<file path="src/rtl/adc_seq_pkg.sv">
package adc_seq_pkg;

  typedef enum logic [1:0] {
    ST_IDLE = 2'd0,
    ST_XFER = 2'd1,
    ST_ACQ  = 2'd2
  } seq_state_e;

endpackage

</file>
<file path="src/rtl/adc_sclk_gen.sv">
// Serial clock generator: runs a fixed number of half periods per frame,
// flags the rising edges that fall in the readout phase and the final fall.
module adc_sclk_gen #(
  parameter int DIV_W     = 8,
  parameter int CONV_CLKS = 16,
  parameter int READ_CLKS = 32
) (
  input  logic             clk,
  input  logic             rst_n,
  input  logic             start,
  input  logic             run,
  input  logic [DIV_W-1:0] half_len,
  output logic             sclk,
  output logic             cap_tick,
  output logic             done_tick
);

  localparam int HALVES = 2 * (CONV_CLKS + READ_CLKS);
  localparam int EDGE_W = $clog2(HALVES);
  localparam logic [EDGE_W-1:0] LAST_EDGE = EDGE_W'(HALVES - 1);
  localparam logic [EDGE_W-1:0] FIRST_CAP = EDGE_W'(2 * CONV_CLKS);

  logic [DIV_W-1:0]  hcnt_q, hcnt_d;
  logic [EDGE_W-1:0] edge_q, edge_d;
  logic              sclk_q, sclk_d;
  logic              tick;

  always_comb begin
    tick   = run && (hcnt_q == (half_len - DIV_W'(1)));
    hcnt_d = hcnt_q;
    edge_d = edge_q;
    sclk_d = sclk_q;
    if (start) begin
      hcnt_d = '0;
      edge_d = '0;
      sclk_d = 1'b0;
    end else if (tick) begin
      hcnt_d = '0;
      sclk_d = ~sclk_q;
      edge_d = edge_q + EDGE_W'(1);
    end else if (run) begin
      hcnt_d = hcnt_q + DIV_W'(1);
    end
  end

  always_ff @(posedge clk or negedge rst_n) begin
    if (!rst_n) begin
      hcnt_q <= '0;
      edge_q <= '0;
      sclk_q <= 1'b0;
    end else begin
      hcnt_q <= hcnt_d;
      edge_q <= edge_d;
      sclk_q <= sclk_d;
    end
  end

  assign sclk      = sclk_q;
  assign cap_tick  = tick && !sclk_q && (edge_q >= FIRST_CAP);
  assign done_tick = tick && (edge_q == LAST_EDGE);

endmodule

</file>
<file path="src/rtl/adc_rx_capture.sv">
// Readout shift register and per-channel result extraction.
module adc_rx_capture #(
  parameter int READ_CLKS = 32,
  parameter int WORD_W    = 16,
  parameter int RES_W     = 14
) (
  input  logic                                     clk,
  input  logic                                     rst_n,
  input  logic                                     cap,
  input  logic                                     load,
  input  logic                                     sdi,
  output logic [(READ_CLKS/WORD_W)*RES_W-1:0]      samples,
  output logic                                     vld
);

  localparam int NUM_CH = READ_CLKS / WORD_W;
  localparam int OUT_W  = NUM_CH * RES_W;

  logic [READ_CLKS-1:0] shift_q, shift_d;
  logic [OUT_W-1:0]     res_w;
  logic [OUT_W-1:0]     samp_q, samp_d;
  logic                 vld_q, vld_d;

  // Channel ch is the ch-th word shifted in; result sits at its top.
  for (genvar ch = 0; ch < NUM_CH; ch++) begin : g_ch
    assign res_w[ch*RES_W +: RES_W] = shift_q[READ_CLKS-1-ch*WORD_W -: RES_W];
  end

  always_comb begin
    shift_d = cap  ? {shift_q[READ_CLKS-2:0], sdi} : shift_q;
    samp_d  = load ? res_w : samp_q;
    vld_d   = load;
  end

  always_ff @(posedge clk or negedge rst_n) begin
    if (!rst_n) begin
      shift_q <= '0;
      samp_q  <= '0;
      vld_q   <= 1'b0;
    end else begin
      shift_q <= shift_d;
      samp_q  <= samp_d;
      vld_q   <= vld_d;
    end
  end

  assign samples = samp_q;
  assign vld     = vld_q;

endmodule

</file>
<file path="src/rtl/adc_frame_ctrl.sv">
// Frame sequencer: owns chip select, the frame period counter and the
// settings captured at each frame start.
module adc_frame_ctrl
  import adc_seq_pkg::*;
#(
  parameter int DIV_W     = 8,
  parameter int PER_W     = 16,
  parameter int CONV_CLKS = 16,
  parameter int READ_CLKS = 32,
  parameter int CS_MIN    = 4
) (
  input  logic             clk,
  input  logic             rst_n,
  input  logic             enable,
  input  logic [DIV_W-1:0] half_div,
  input  logic [PER_W-1:0] frame_len,
  input  logic             done_tick,
  output logic             cs_n,
  output logic             go,
  output logic             run,
  output logic [DIV_W-1:0] half_len
);

  localparam int HALVES = 2 * (CONV_CLKS + READ_CLKS);
  localparam int CNT_W  = PER_W + 1;

  seq_state_e       state_q, state_d;
  logic             cs_q, cs_d;
  logic [CNT_W-1:0] fcnt_q, fcnt_d;
  logic [CNT_W-1:0] per_q, per_d;
  logic [DIV_W-1:0] half_q, half_d;
  logic [DIV_W-1:0] half_in;
  logic [CNT_W-1:0] min_len, req_len;
  logic             period_end;

  always_comb begin
    half_in    = (half_div == '0) ? DIV_W'(1) : half_div;
    min_len    = CNT_W'(HALVES) * CNT_W'(half_in) + CNT_W'(CS_MIN);
    req_len    = {1'b0, frame_len};
    period_end = (fcnt_q == (per_q - CNT_W'(1)));
    go         = enable && ((state_q == ST_IDLE) ||
                            ((state_q == ST_ACQ) && period_end));
  end

  always_comb begin
    state_d = state_q;
    cs_d    = cs_q;
    fcnt_d  = fcnt_q;
    per_d   = per_q;
    half_d  = half_q;
    if (go) begin
      state_d = ST_XFER;
      cs_d    = 1'b0;
      fcnt_d  = '0;
      half_d  = half_in;
      per_d   = (req_len < min_len) ? min_len : req_len;
    end else begin
      if (state_q != ST_IDLE) begin
        fcnt_d = fcnt_q + CNT_W'(1);
      end
      unique case (state_q)
        ST_XFER: begin
          if (done_tick) begin
            state_d = ST_ACQ;
            cs_d    = 1'b1;
          end
        end
        ST_ACQ: begin
          if (period_end) begin
            state_d = ST_IDLE;
          end
        end
        default: ;
      endcase
    end
  end

  always_ff @(posedge clk or negedge rst_n) begin
    if (!rst_n) begin
      state_q <= ST_IDLE;
      cs_q    <= 1'b1;
      fcnt_q  <= '0;
      per_q   <= '0;
      half_q  <= DIV_W'(1);
    end else begin
      state_q <= state_d;
      cs_q    <= cs_d;
      fcnt_q  <= fcnt_d;
      per_q   <= per_d;
      half_q  <= half_d;
    end
  end

  assign cs_n     = cs_q;
  assign run      = (state_q == ST_XFER);
  assign half_len = half_q;

endmodule

</file>
<file path="src/rtl/adc_frame_seq.sv">
module adc_frame_seq #(
  parameter int DIV_W     = 8,
  parameter int PER_W     = 16,
  parameter int CONV_CLKS = 16,
  parameter int READ_CLKS = 32,
  parameter int WORD_W    = 16,
  parameter int RES_W     = 14,
  parameter int CS_MIN    = 4
) (
  input  logic                                clk,
  input  logic                                rst_n,
  input  logic                                enable,
  input  logic [DIV_W-1:0]                    half_div,
  input  logic [PER_W-1:0]                    frame_len,
  input  logic                                sdi,
  output logic                                cs_n,
  output logic                                sclk,
  output logic [(READ_CLKS/WORD_W)*RES_W-1:0] samples,
  output logic                                sample_vld
);

  // Reset: asserted asynchronously, released on a clock edge.
  logic [1:0] rst_sync_q;
  logic       rst_int_n;

  always_ff @(posedge clk or negedge rst_n) begin
    if (!rst_n) begin
      rst_sync_q <= 2'b00;
    end else begin
      rst_sync_q <= {rst_sync_q[0], 1'b1};
    end
  end
  assign rst_int_n = rst_sync_q[1];

  logic             go, run, cap_tick, done_tick;
  logic [DIV_W-1:0] half_len;

  adc_frame_ctrl #(
    .DIV_W    (DIV_W),
    .PER_W    (PER_W),
    .CONV_CLKS(CONV_CLKS),
    .READ_CLKS(READ_CLKS),
    .CS_MIN   (CS_MIN)
  ) u_ctrl (
    .clk      (clk),
    .rst_n    (rst_int_n),
    .enable   (enable),
    .half_div (half_div),
    .frame_len(frame_len),
    .done_tick(done_tick),
    .cs_n     (cs_n),
    .go       (go),
    .run      (run),
    .half_len (half_len)
  );

  adc_sclk_gen #(
    .DIV_W    (DIV_W),
    .CONV_CLKS(CONV_CLKS),
    .READ_CLKS(READ_CLKS)
  ) u_sclk (
    .clk      (clk),
    .rst_n    (rst_int_n),
    .start    (go),
    .run      (run),
    .half_len (half_len),
    .sclk     (sclk),
    .cap_tick (cap_tick),
    .done_tick(done_tick)
  );

  adc_rx_capture #(
    .READ_CLKS(READ_CLKS),
    .WORD_W   (WORD_W),
    .RES_W    (RES_W)
  ) u_rx (
    .clk    (clk),
    .rst_n  (rst_int_n),
    .cap    (cap_tick),
    .load   (done_tick),
    .sdi    (sdi),
    .samples(samples),
    .vld    (sample_vld)
  );

endmodule

</file>
<file path="config.mk">
export PLATFORM = sky130hd
export DESIGN_NAME = adc_frame_seq
export DESIGN_NICKNAME = d
export VERILOG_FILES = /design/src/rtl/adc_seq_pkg.sv /design/src/rtl/adc_sclk_gen.sv /design/src/rtl/adc_rx_capture.sv /design/src/rtl/adc_frame_ctrl.sv /design/src/rtl/adc_frame_seq.sv
export SDC_FILE = /design/constraint.sdc
export NUM_CORES = 1
export LEC_CHECK = 0
export BUFFER_PORTS_ARGS = -buffer_cell sky130_fd_sc_hd__buf_2
export CORE_ASPECT_RATIO = 0.5
export CORE_MARGIN = 2
export CORE_UTILIZATION = 50
export CTS_CLUSTER_SIZE = 28
export DETAILED_ROUTE_END_ITERATION = 8
export GPL_TIMING_DRIVEN = 0
export PLACE_DENSITY_LB_ADDON = 0.1
export SYNTH_ARGS = -nofsm -noshare
export SYNTH_HDL_FRONTEND = slang
export SYNTH_SLANG_ARGS = --single-unit
export TNS_END_PERCENT = 5
</file>
<file path="constraint.sdc">
create_clock -name clk -period 5.2 [get_ports clk]
set_input_delay 0.26 -clock clk [delete_from_list [all_inputs] [get_ports clk]]
set_output_delay 0.26 -clock clk [all_outputs]
set_load 0.005 [all_outputs]
</file>
# Word-level counts from Yosys, hierarchy flattened

Index checks and enable logic that the tools add are counted.

Add/subtract/negate cells: 6
Multipliers: 1
Magnitude comparators: 2
Eq/ne operators: 7
Muxes and demuxes: 18
Bitwise logic cells: 1
Reductions and logical operators: 19

Operators with widths:

| kind                                                | number |
|---|---|
| 2-to-1 mux 17 bit                                   | 3 |
| 2-to-1 mux 8 bit                                    | 4 |
| adder 17 x 1 -> 17 bit, second input constant       | 1 |
| equality test 17 bit                                | 1 |
| < comparator 16 x 17 -> 1 bit                       | 1 |
| subtractor 17 x 1 -> 17 bit, second input constant  | 1 |
| adder 15 x 3 -> 16 bit, second input constant       | 1 |
| 2-to-1 mux 7 bit                                    | 2 |
| multiplier 2 x 8 -> 10 bit, first input constant    | 1 |
| nonzero test 2 bit                                  | 5 |
| adder 8 x 1 -> 8 bit, second input constant         | 1 |
| equality test 8 bit                                 | 1 |
| logical NOT 8 bit                                   | 1 |
| subtractor 8 x 1 -> 8 bit, second input constant    | 1 |
| adder 7 x 1 -> 7 bit, second input constant         | 1 |
| equality test 7 bit, second input constant          | 1 |
| >= comparator 7 x 6 -> 1 bit, second input constant | 1 |
| logical AND 1 bit                                   | 6 |
| 2-to-1 mux 2 bit                                    | 3 |
| nonzero test 3 bit                                  | 2 |
| 2-to-1 mux 1 bit                                    | 5 |
| one-hot mux 2 bit (2 select lines)                  | 1 |
| != test 3 x 2 -> 1 bit, second input constant       | 1 |
| != test 3 bit, second input constant                | 1 |
| 8 further kinds                                     | 8 |

Register bits: 124
Input bits: 28
Output and inout bits: 31

# Depth between registers and ports, before layout

Gate-level depths: netlist of the first run.

Depth after elaboration: 7
Depth in mapped cells: 23

# Modules after synthesis

A second synthesis of the first run with hierarchy kept.

Cells, all modules: 591
Area total of the unflattened synthesis: 6926.6 um^2

Modules (own cells, without submodules):

| module         | instances | cells each | area each (um^2) |
|---|---|---|---|
| adc_frame_ctrl | 1         | 343        | 3299.4 |
| adc_rx_capture | 1         | 128        | 2486.1 |
| adc_sclk_gen   | 1         | 117        | 1087.3 |
| adc_frame_seq  | 1         | 3          | 53.8 |

# Worst setup path before layout of the first run

OpenSTA, ideal clock, no wires.

Path kind: input-to-reg
From: in half_div[6]
To: reg u_ctrl.per_q[10]
Library setup time: 0.082 ns
Data arrival time: 3.706 ns
Slack: 1.413 ns
Stages: 20
Buffers on the path: 2
Path through: inv_1 ha_1 nand3_1 nand2b_1 and2_1 ha_1 a21boi_0 o211ai_1 nand3b_1 a21oi_1 xnor2_1 ha_1 and4_1 nand3_1 a21oi_1 or4_1 clkbuf_1 clkbuf_1 or2_2 a31oi_1

Longest elaborated chain between the ends: 6

RTL lines:

| element                        | RTL line             | text |
|---|---|---|
| start: declaration             | adc_frame_seq.sv:13  | `input logic [DIV_W-1:0] half_div,` |
| logical NOT 8 bit (*)          | adc_frame_ctrl.sv:37 | `half_in = (half_div == '0) ? DIV_W'(1) : half_div;` |
| 2-to-1 mux 8 bit (*)           | adc_frame_ctrl.sv:37 |  |
| via u_ctrl.half_in[4]          | adc_frame_ctrl.sv:32 | `logic [DIV_W-1:0] half_in;` |
| multiplier 2 x 8 -> 10 bit (*) | adc_frame_ctrl.sv:38 | `min_len = CNT_W'(HALVES) * CNT_W'(half_in) + CNT_W'(CS_MIN);` |
| adder 15 x 3 -> 16 bit (*)     | adc_frame_ctrl.sv:38 |  |
| < comparator 16 x 17 -> 1 bit  | adc_frame_ctrl.sv:56 | `per_d = (req_len < min_len) ? min_len : req_len;` |
| 2-to-1 mux 17 bit (*)          | adc_frame_ctrl.sv:56 |  |
| end signal: assignment         | adc_frame_ctrl.sv:89 | `per_q <= per_d;` |
| end: declaration               | adc_frame_ctrl.sv:30 | `logic [CNT_W-1:0] per_q, per_d;` |

Mark *: on every way through the listed nets, which the timed path passes. The rest lies on a longest branch.
A chain may end at the register's enable or synchronous reset.

# Worst setup path in the final report of the first run

From: in half_div[6]
To: reg u_ctrl.per_q[13]

Same word-level chain as after synthesis.

==> flow_metrics.tcl, run 1 <==
set metrics [dict create \
    status "finished, final reports clean" \
    max_freq_mhz 244 \
    yosysUniqueCellTypes 56 \
    cts_buffers 17 \
    cpPeakStageDelay_ps 460 \
    syn-instance-count 629 \
    clk_pin_slew_ps 60 \
    dieHeight_um 85.5 \
    p_leak_nw 3.78 \
    fin_area_mm2 0.00779 \
    place_congestion 0.846 \
    wl_per_cell_um 16.0 \
    period_needed_ps 4090 \
    seq_area_frac_synth_pct 46.3 \
    syn_area_mm2 0.00665 \
    finalMaxSlewViolations 0 \
    worstMarginPinSlew_ps 806 \
    post_cts_buffers 0 \
    coreArea_mm2 0.0128 \
    finalHoldViolCount 0 \
    ios 59 \
    synth_edf_count 0 \
    clk_latency_ps 430 \
    synth_flop_cell "dfrtp_1" \
    placementRows 29 \
    synth-seq-cells 123 \
    ctsHtreeMaxLevel 4 \
    rsz0062_at_grt "no" \
    start_util_pct 51.9 \
    postCtsHoldBufs 1 \
    cts_root_buf "clkbuf_16" \
    min_period_over_period_pct 78.7 \
    powerDensity_mw_per_mm2 293 \
    yosys-top-cells-count "dfrtp_1, mux2_2, nand2_1" \
    syn_nets 689 \
    cts.sink_count 123 \
    drive_above_1_share_pct 26.1 \
    wl_um 14200 \
    synth_area_leader_cell "dfrtp_1" \
    num_antenna_cells 0 \
    grt_pass1_vias 4799 \
    ctsResizeCount 0 \
    drt_iter0_drc 279 \
    syn_to_final_growth_pct 17.2 \
    slew_headroom_pct 46.3 \
    grt_max_degree 63 \
    cts_tree "yes" \
    finalClockSkew_ps 23.5 \
    num-nets-final 768 \
    async_flop_share_pct 100 \
    syn_avg_cell_area_um2 10.6 \
    final_antenna_net_count 0 \
    hpwl_um 10100 \
    cp.arrival_ps 4440 \
    end_kind "flop" \
    cp_data_required_time_ps 5550 \
    finalSetupViolCount 0 \
    synthMostInstantiatedCell "dfrtp_1" \
    grt_pass1_wl_um 24200 \
    synth_top_area_share_pct 45.6 \
    num_vias 4818 \
    nFillCells 1077 \
    max-cap-violations 0 \
    yosysWarnings 0 \
    start_kind "input pin" \
    grt.overflow.total 0 \
    drc 0 \
    antenna_found_initial 0 \
    path_delay_family "simple AND/OR/NAND/NOR gates" \
    portBuffers 58 \
    post_dp_cell_area_mm2 0.00718 \
    clk_path_buf_depth 2 \
    die-area_mm2 0.0143 \
    grtUsageTotal_pct 21.5 \
    finalSetupTns_ps 0 \
    crit_fanout 10 \
    die_w_um 167 \
    drt_first_pass_iters 5 \
    cp.buffers_inverters 4 \
    synth_area_leaders "dfrtp_1, mux2_2, ha_1, xnor2_1, xor2_1" \
    worstSetupPathType "in -> reg" \
    worstPathCellList "buf_2 -> inv_1 -> ha_1 -> nand3_1 -> nand2b_1 -> and2_1 -> ha_1 -> a21boi_0 -> o211ai_1 -> nand3b_1 -> a21oi_1 -> xnor2_1 -> ha_1 -> and4_1 -> nand3_1 -> a21oi_1 -> or4_1 -> clkbuf_1 -> clkbuf_1 -> o211ai_1 -> o21a_1" \
    slowest_stage "or4_1" \
    min_path_type "in -> reg" \
    ir_drop_mv 0.228 \
    viasPerCell 5.41 \
    cpMostUsedCell "ha_1" \
]
-- cell type report --
| cell class | instances | area [um^2] | share of cell area (%) |
|---|---|---|---|
| multi-input combinational | 453 | 3330 | 42.7 |
| sequential | 123 | 3080 | 39.6 |
| clock buffer | 18 | 439 | 5.64 |
| timing repair buffer | 60 | 328 | 4.21 |
| tap | 170 | 213 | 2.73 |
| clock inverter | 14 | 160 | 2.06 |
| buffer | 29 | 150 | 1.93 |
| inverter | 24 | 90.1 | 1.16 |
-- final timing paths --
path / from / endpoint / slack (ps) / cells after the start
max: half_div[6] / u_ctrl.per_q[13] / 1110 / 21
min: sdi / u_rx.shift_q[0] / 80 / 2
max reg2reg: u_ctrl.half_len[0] / u_rx.shift_q[23] / 1950 / 10
min reg2reg: rst_sync_q[0] / rst_sync_q[1] / 350 / 0
max in group asynchronous: rst_sync_q[1] / u_ctrl.fcnt_q[7] / 3990 / 1
min in group asynchronous: rst_n / rst_sync_q[1] / 150 / 2
-- cell families after synthesis --
family / count (synthesis) / synth area share (%)
and+or+nand+nor: 216 / 17.6
xor gates and xnor gates: 58 / 7.64
AOI/OAI and AO/OA: 80 / 7.47
adders and majority gates: 32 / 6.14
buffers and inverters: 53 / 3.61
other: 1 / 0.0564
muxes: 66 / 11.1
DFF: 123 / 46.3
-- routing by layer --
| metal | part of all wire (%) | GRT usage [%] | wire (um) | vias up |
|---|---|---|---|---|
| li1 | - | - | - | 2355 |
| met1 | 50 | 30.5 | 7120 | 2358 |
| met2 | 44 | 32.9 | 6320 | 98 |
| met3 | 5.0 | 6.51 | 718 | 7 |
| met4 | 0.49 | 4.70 | 70 | 0 |
| met5 | 0 | 0 | 0 | - |
-- registers in the layout (all words and copies together) (netlist names), 7 cells and up --
signal / cells
u_ctrl.fcnt_q: 17
u_ctrl.half_len: 8
u_ctrl.per_q: 16
u_rx.samples: 28
u_rx.shift_q: 32
u_sclk.edge_q: 7
u_sclk.hcnt_q: 8
-- placed cells by master, fill, tap and decap left out, drive strengths merged, types with 6 or more instances in the layout --
cell type / count
nand4: 16
a21oi: 20
ha: 31
or3: 7
nor2: 41
clkbuf: 31
mux2: 63
nor4: 10
buf: 75
inv: 30
a31oi: 8
nand2: 59
dfrtp: 121
xnor2: 30
and3: 13
xor2: 28
or3b: 7
o211ai: 7
nand3: 14
nor3: 6
o21ai: 26
and2: 7
clkinv: 6
nor2b: 7
-- where the power goes --
part,internal [W],switching [W],leakage [nW],total [W]
Clock,0.000730,0.000474,0.298,0.00120
Sequential,0.000958,0.00000920,1.57,0.000967
Combinational,0.0000457,0.0000664,1.92,0.000112
Total,0.00173,0.000549,3.78,0.00228
-- stage by stage --
step	utilization [%]	hold slack (ps)	worst slack [ps]	power (W)	instances
3_5_place_dp	56.1	48.9	769	0.00110	858
6_report	60.8	79.6	1110	0.00228	891
2_1_floorplan	-	-35.6	1410	0.00105	629
5_1_grt	60.8	61.6	782	0.00238	891
4_1_cts	60.8	70.2	1200	0.00232	891
3_3_place_gp	55.8	47.0	36.7	0.00109	857
(Power assumes the default switching activity.)
==> run 2, diff against run 1 <==
--- a/config.mk
+++ b/config.mk
@@ -5,6 +5,7 @@
 export SDC_FILE = /design/constraint.sdc
 export NUM_CORES = 1
 export LEC_CHECK = 0
+export ABC_AREA = 1
 export BUFFER_PORTS_ARGS = -buffer_cell sky130_fd_sc_hd__buf_2
 export CORE_ASPECT_RATIO = 0.5
 export CORE_MARGIN = 2
==> constraint.sdc (replaced) <==
create_clock -name clk -period 4.25 [get_ports clk]
set_input_delay 0.2125 -clock clk [delete_from_list [all_inputs] [get_ports clk]]
set_output_delay 0.2125 -clock clk [all_outputs]
set_load 0.005 [all_outputs]
==> flow_metrics.tcl, run 2 <==
set metrics [dict create \
    drive_above_1_share_pct 14.6 \
    num_vias 6076 \
    die_w_um 172 \
    synth_area_leaders "dfrtp_1, nand2_1, ha_1, inv_1, nor2_1" \
    drt_iter0_drc 286 \
    end_kind "flop" \
    cts.sink_count 123 \
    start_util_pct 51.7 \
    regArea_mm2 0.00308 \
    rsz0062_at_grt "no" \
    holdWs_ps 81.0 \
    nFillCells 1245 \
    grt_pass1_wl_um 28200 \
    syn_nets 973 \
    clk_latency_ps 420 \
    antenna_found_initial 0 \
    layout_common_cells "nand2_1, dfrtp_1, inv_1" \
    grt_max_degree 45 \
    clk_pin_slew_ps 60 \
    syn_area_mm2 0.00708 \
    start_kind "input pin" \
    place_congestion 0.928 \
    crit_fanout 10 \
    path_delay_family "compound AO/OA/AOI/OAI gates" \
    drc 0 \
    crit_path_start "half_div[6]" \
    reg2regPathDepth 14 \
    num_antenna_cells 0 \
    multiInputGateArea_mm2 0.00344 \
    synth_edf_count 0 \
    grt_pass1_vias 5952 \
    cpPeakStageDelay_ps 440 \
    ctsHtreeMaxLevel 4 \
    synthMostInstantiatedCell "nand2_1" \
    async_flop_share_pct 100 \
    period_needed_ps 3480 \
    powerDensity_mw_per_mm2 364 \
    finalClockSkew_ps 16.9 \
    synth_top_area_share_pct 42.8 \
    final_common_cell "nand2_1" \
    cp.arrival_ps 3830 \
    cts_buffers 17 \
    syn-instance-count 913 \
    min_period_over_period_pct 82.0 \
    p_leak_nw 4.58 \
    dieHeight_um 88.2 \
    cp.buffers_inverters 5 \
    yosys-top-cells-count "nand2_1, dfrtp_1, inv_1" \
    grt.overflow.total 0 \
    cts_tree "yes" \
    worstMarginPinSlew_ps 574 \
    drt_first_pass_iters 7 \
    slew_headroom_pct 61.6 \
    placementRows 30 \
    yosysWarnings 0 \
    clk_path_buf_depth 2 \
    post_cts_buffers 0 \
    largest_register_ffs 32 \
    worstPathCellList "buf_2 -> inv_1 -> ha_1 -> nand4_1 -> inv_1 -> nor2_1 -> inv_1 -> fa_1 -> o21ai_0 -> nand2_1 -> nand2_1 -> a21o_1 -> xnor2_1 -> ha_1 -> a21oi_1 -> o21ai_0 -> a21oi_1 -> nand2_1 -> clkbuf_1 -> o21ai_0 -> nand2_1 -> nand2_1" \
    seq_area_frac_synth_pct 43.5 \
    max-cap-violations 0 \
    synth_area_leader_cell "dfrtp_1" \
    ios 59 \
    status "finished, final reports clean" \
    endpoint "u_ctrl.per_q[10]" \
    synth_flop_cell "dfrtp_1" \
    syn_avg_cell_area_um2 7.76 \
    yosysUniqueCellTypes 41 \
    wl_um 16700 \
    cp.depth 22 \
    viasPerCell 5.07 \
    num-nets-final 1053 \
    top_register "u_rx.shift_q" \
    finalHoldViolCount 0 \
    synth-seq-cells 123 \
    slowest_stage "fa_1" \
    portBuffers 58 \
    max_freq_mhz 287 \
    final_antenna_net_count 0 \
    syn_to_final_growth_pct 17.2 \
    post-route-util_pct 60.6 \
    ir_drop_mv 0.255 \
    finalSetupViolCount 0 \
    die-area_mm2 0.0152 \
    coreArea_mm2 0.0137 \
    r2r-end "u_rx.shift_q[12]" \
    finalMaxSlewViolations 0 \
    ff2ff_setup_slack_ps 1590 \
    wl_per_cell_um 13.9 \
    grtUsageTotal_pct 23.9 \
    hpwl_um 12300 \
    cp_data_required_time_ps 4600 \
    cpMostUsedCell "nand2_1" \
    worstSetupPathType "in -> reg" \
    cts_root_buf "clkbuf_16" \
    r2r_start "u_ctrl.state_q[1]" \
    min_path_type "in -> reg" \
]
run 2: routing by layer:
| layer | GRT usage [%] | wire, um | vias to the layer above |
|---|---|---|---|
| li1 | - | - | 3058 |
| met3 | 5.56 | 643 | 16 |
| met4 | 6.26 | 148 | 0 |
| met2 | 39.9 | 7780 | 103 |
| met1 | 31.9 | 8080 | 2899 |
| met5 | 0 | 0 | - |
run 2: final cells by class:
class	instances	share of cell area, %
multi-input cells	659	41.4
flip-flops and latches	123	37.2
clock buffers	19	5.22
inverters	106	4.79
repair buffers	61	4.19
well taps	192	2.89
clock inverters	13	2.32
plain buffers	25	2.02
run 2: worst min-delay path by stage:
stage / from / to / slack [ps] / depth (start not counted)
after detailed placement: rst_n / rst_sync_q[0] / 3 / 1
final: frame_len[0] / u_ctrl.per_q[0] / 80 / 3
after floorplan: rst_n / rst_sync_q[0] / -80 / 0
after global placement: rst_n / rst_sync_q[0] / -0.7 / 1
after global routing: frame_len[0] / u_ctrl.per_q[0] / 80 / 3
after CTS: frame_len[0] / u_ctrl.per_q[0] / 70 / 3
run 2: tightest hold or removal path, cell delays in order:
cell	delay, ps
buf_2	100
nand2_1	70
o21ai_2	60
run 2: cell families after synthesis:
| kind of cell | Yosys count | share of synthesized area, % |
|---|---|---|
| AND/OR/NAND/NOR | 479 | 29.0 |
| buffers and inverters | 131 | 7.99 |
| flip-flops | 123 | 43.5 |
| AO/OA/AOI/OAI | 107 | 8.73 |
| XOR/XNOR | 40 | 4.95 |
| adder cells (fa/ha/maj) | 32 | 5.76 |
| other | 1 | 0.0530 |
run 2: what timing repair did:
action	4_1_cts	5_1_grt
resized for setup	0	0
hold buffers	1	0
setup endpoints to repair	0	0
endpoints found under the hold margin	2	0
run 2: metrics by stage:
step | area, um^2 | total power (W) | std cells | TNS [ps] | setup slack (ps)
finish | 8300 | 0.00302 | 1198 | 0 | 766
global route | 8300 | 0.00314 | 1198 | 0 | 396
CTS | 8300 | 0.00304 | 1198 | 0 | 813
detailed placement | 7660 | 0.00150 | 1165 | 0 | 378
global placement | 7610 | 0.00148 | 1163 | -98300 | -839
floorplan | 7080 | 0.00141 | 913 | 0 | 573
run 2: power by group:
group          switching, W  internal (W)  total, W
logic              0.000153     0.0000973  0.000250
registers         0.0000335       0.00119   0.00122
clock network      0.000557      0.000989   0.00155
total              0.000743       0.00228   0.00302
==> run 3, diff against run 2 <==
--- a/config.mk
+++ b/config.mk
@@ -5,7 +5,7 @@
 export SDC_FILE = /design/constraint.sdc
 export NUM_CORES = 1
 export LEC_CHECK = 0
-export ABC_AREA = 1
+export ABC_AREA = 0
 export BUFFER_PORTS_ARGS = -buffer_cell sky130_fd_sc_hd__buf_2
 export CORE_ASPECT_RATIO = 0.5
 export CORE_MARGIN = 2
==> constraint.sdc (replaced) <==
create_clock -name clk -period 3.4 [get_ports clk]
set_input_delay 0.17 -clock clk [delete_from_list [all_inputs] [get_ports clk]]
set_output_delay 0.17 -clock clk [all_outputs]
set_load 0.005 [all_outputs]
==> flow_metrics.tcl, run 3 (same netlist as run 1, synthesis figures left out) <==
set metrics [dict create \
    grt.overflow.total 0 \
    viasPerCell 5.35 \
    status "finished, final reports clean" \
    slowest_stage "or4_4" \
    switching_share_pct 23.4 \
    clk_pin_slew_ps 60 \
    regArea_mm2 0.00308 \
    wl_um 14700 \
    fin_area_mm2 0.00816 \
    drt_iter0_drc 256 \
    ir_drop_mv 0.324 \
    powerDensity_mw_per_mm2 452 \
    syn_to_final_growth_pct 22.7 \
    period_needed_ps 3330 \
    num_antenna_cells 0 \
    start_kind "input pin" \
    grt_pass1_wl_um 24800 \
    drive_above_1_share_pct 30.7 \
    slew_headroom_pct 49.1 \
    cp.arrival_ps 3630 \
    post_dp_cell_area_mm2 0.00718 \
    antenna_found_initial 0 \
    holdPathStages 3 \
    clk_path_buf_depth 2 \
    start_util_pct 51.9 \
    p_int_w 0.00282 \
    portBuffers 58 \
    finalMaxSlewViolations 0 \
    placementRows 29 \
    worstSetupPathType "in -> reg" \
    wl_per_cell_um 16.2 \
    holdWs_ps 21.1 \
    p_leak_nw 3.91 \
    largest_register_ffs 32 \
    cpMostUsedCell "buf_4" \
    cp_data_required_time_ps 3700 \
    top_register "u_rx.shift_q" \
    worstMarginPinSlew_ps 763 \
    layout_common_cells "dfrtp_1, buf_2, mux2_2" \
    min_path_type "in -> reg" \
    cts.sink_count 123 \
    ctsHtreeMaxLevel 4 \
    place_congestion 0.801 \
    grt_max_degree 65 \
    num_vias 4850 \
    hpwl_um 10200 \
    drt_first_pass_iters 4 \
    grtUsageTotal_pct 22.0 \
    crit_fanout 7 \
    cts_buffers 17 \
    finalClockSkew_ps 18.2 \
    ios 59 \
    max-cap-violations 0 \
    end_kind "flop" \
    die-area_mm2 0.0143 \
    clk_latency_ps 420 \
    coreArea_mm2 0.0128 \
    reg2regPathDepth 11 \
    die_w_um 167 \
    min_period_over_period_pct 97.8 \
    cts_root_buf "clkbuf_16" \
    final_antenna_net_count 0 \
    power_frac_comb_pct 6.3 \
    multiInputGateArea_mm2 0.00348 \
    cts_tree "yes" \
    rsz0062_at_grt "yes" \
    finalHoldViolCount 0 \
    grt_pass1_vias 4899 \
    cpPeakStageDelay_ps 560 \
    clkPwrFrac_pct 53.5 \
    nFillCells 1049 \
    finalSetupViolCount 0 \
    num-nets-final 784 \
    max_freq_mhz 301 \
    worstPathCellList "buf_4 -> inv_4 -> ha_4 -> nand3_2 -> nand2b_4 -> nand2_4 -> buf_4 -> fa_1 -> nor2b_1 -> o21ai_0 -> nand2b_1 -> a21o_1 -> a21o_1 -> a21oi_1 -> ha_1 -> nand3_1 -> a21oi_1 -> or4_4 -> buf_4 -> nand2_1 -> o21ai_0 -> mux2_2" \
    drc 0 \
    power_switching_w 0.000860 \
    dieHeight_um 85.5 \
    final_common_cell "dfrtp_1" \
    pwr-share-seq_pct 40.1 \
]
## run 3: final cells by class
cell class	instances	share of cell area, %
plain buffers	28	2.07
clock buffers	18	5.26
clock inverters	14	2.56
inverters	24	1.14
multi-input cells	453	42.7
flip-flops and latches	123	37.8
well taps	170	2.61
repair buffers	77	5.88
## run 3: worst max-delay path: cells and delay by family
| family | cells | cell delay (ps) |
|---|---|---|
| adder cells (fa/ha/maj) | 3 | 620 |
| AO/OA/AOI/OAI | 6 | 900 |
| buffers and inverters | 4 | 460 |
| AND/OR/NAND/NOR | 8 | 1210 |
| multiplexers | 1 | 270 |
## run 3: routing by layer
layer	up-vias	global-route usage, %	wire, um
met5	-	0	0
met2	86	34.0	6510
met1	2363	30.6	7240
met3	10	6.18	800
li1	2391	-	-
met4	0	6.27	99
## run 3: metrics by stage
stage | power (W) | utilization [%] | worst slack (ps) | std cells | setup TNS [ps]
floorplan | 0.00161 | - | -273 | 629 | -1950
global placement | 0.00167 | 55.8 | -924 | 857 | -11780
detailed placement | 0.00168 | 56.1 | -927 | 858 | -11810
CTS | 0.00369 | 62.8 | 2.65 | 904 | 0
global route | 0.00382 | 63.7 | -102 | 907 | -384
finish | 0.00368 | 63.7 | 73.2 | 907 | 0
## run 3: path summary, 6_finish.rpt
kind	startpoint	endpoint	slack (ps)
setup / recovery	half_div[6]	u_ctrl.per_q[5]	70
hold / removal	frame_len[10]	u_ctrl.per_q[10]	20
setup reg to reg	u_ctrl.per_q[0]	u_ctrl.state_q[0]	270
hold reg to reg	rst_sync_q[0]	rst_sync_q[1]	350
max in group asynchronous	rst_sync_q[1]	u_ctrl.half_len[0]	2180
min in group asynchronous	rst_n	rst_sync_q[1]	50
## run 3: timing repair
action                                  in CTS  in global routing
hold buffers                                 7                  0
endpoints found under the setup margin      15                 52
pin swaps                                   12                 14
cloned                                       1                  0
endpoints found under the hold margin        8                  0
gates resized for setup                     23                 24
buffers inserted                             7                  3
## run 3: power by group through the flow
stage	registers [W]	logic, W	clock network (W)
floorplan	0.00151	0.0000990	0
global placement	0.00152	0.000149	0
detailed placement	0.00151	0.000173	0
CTS	0.00148	0.000211	0.00200
global route	0.00148	0.000262	0.00208
finish	0.00148	0.000234	0.00197
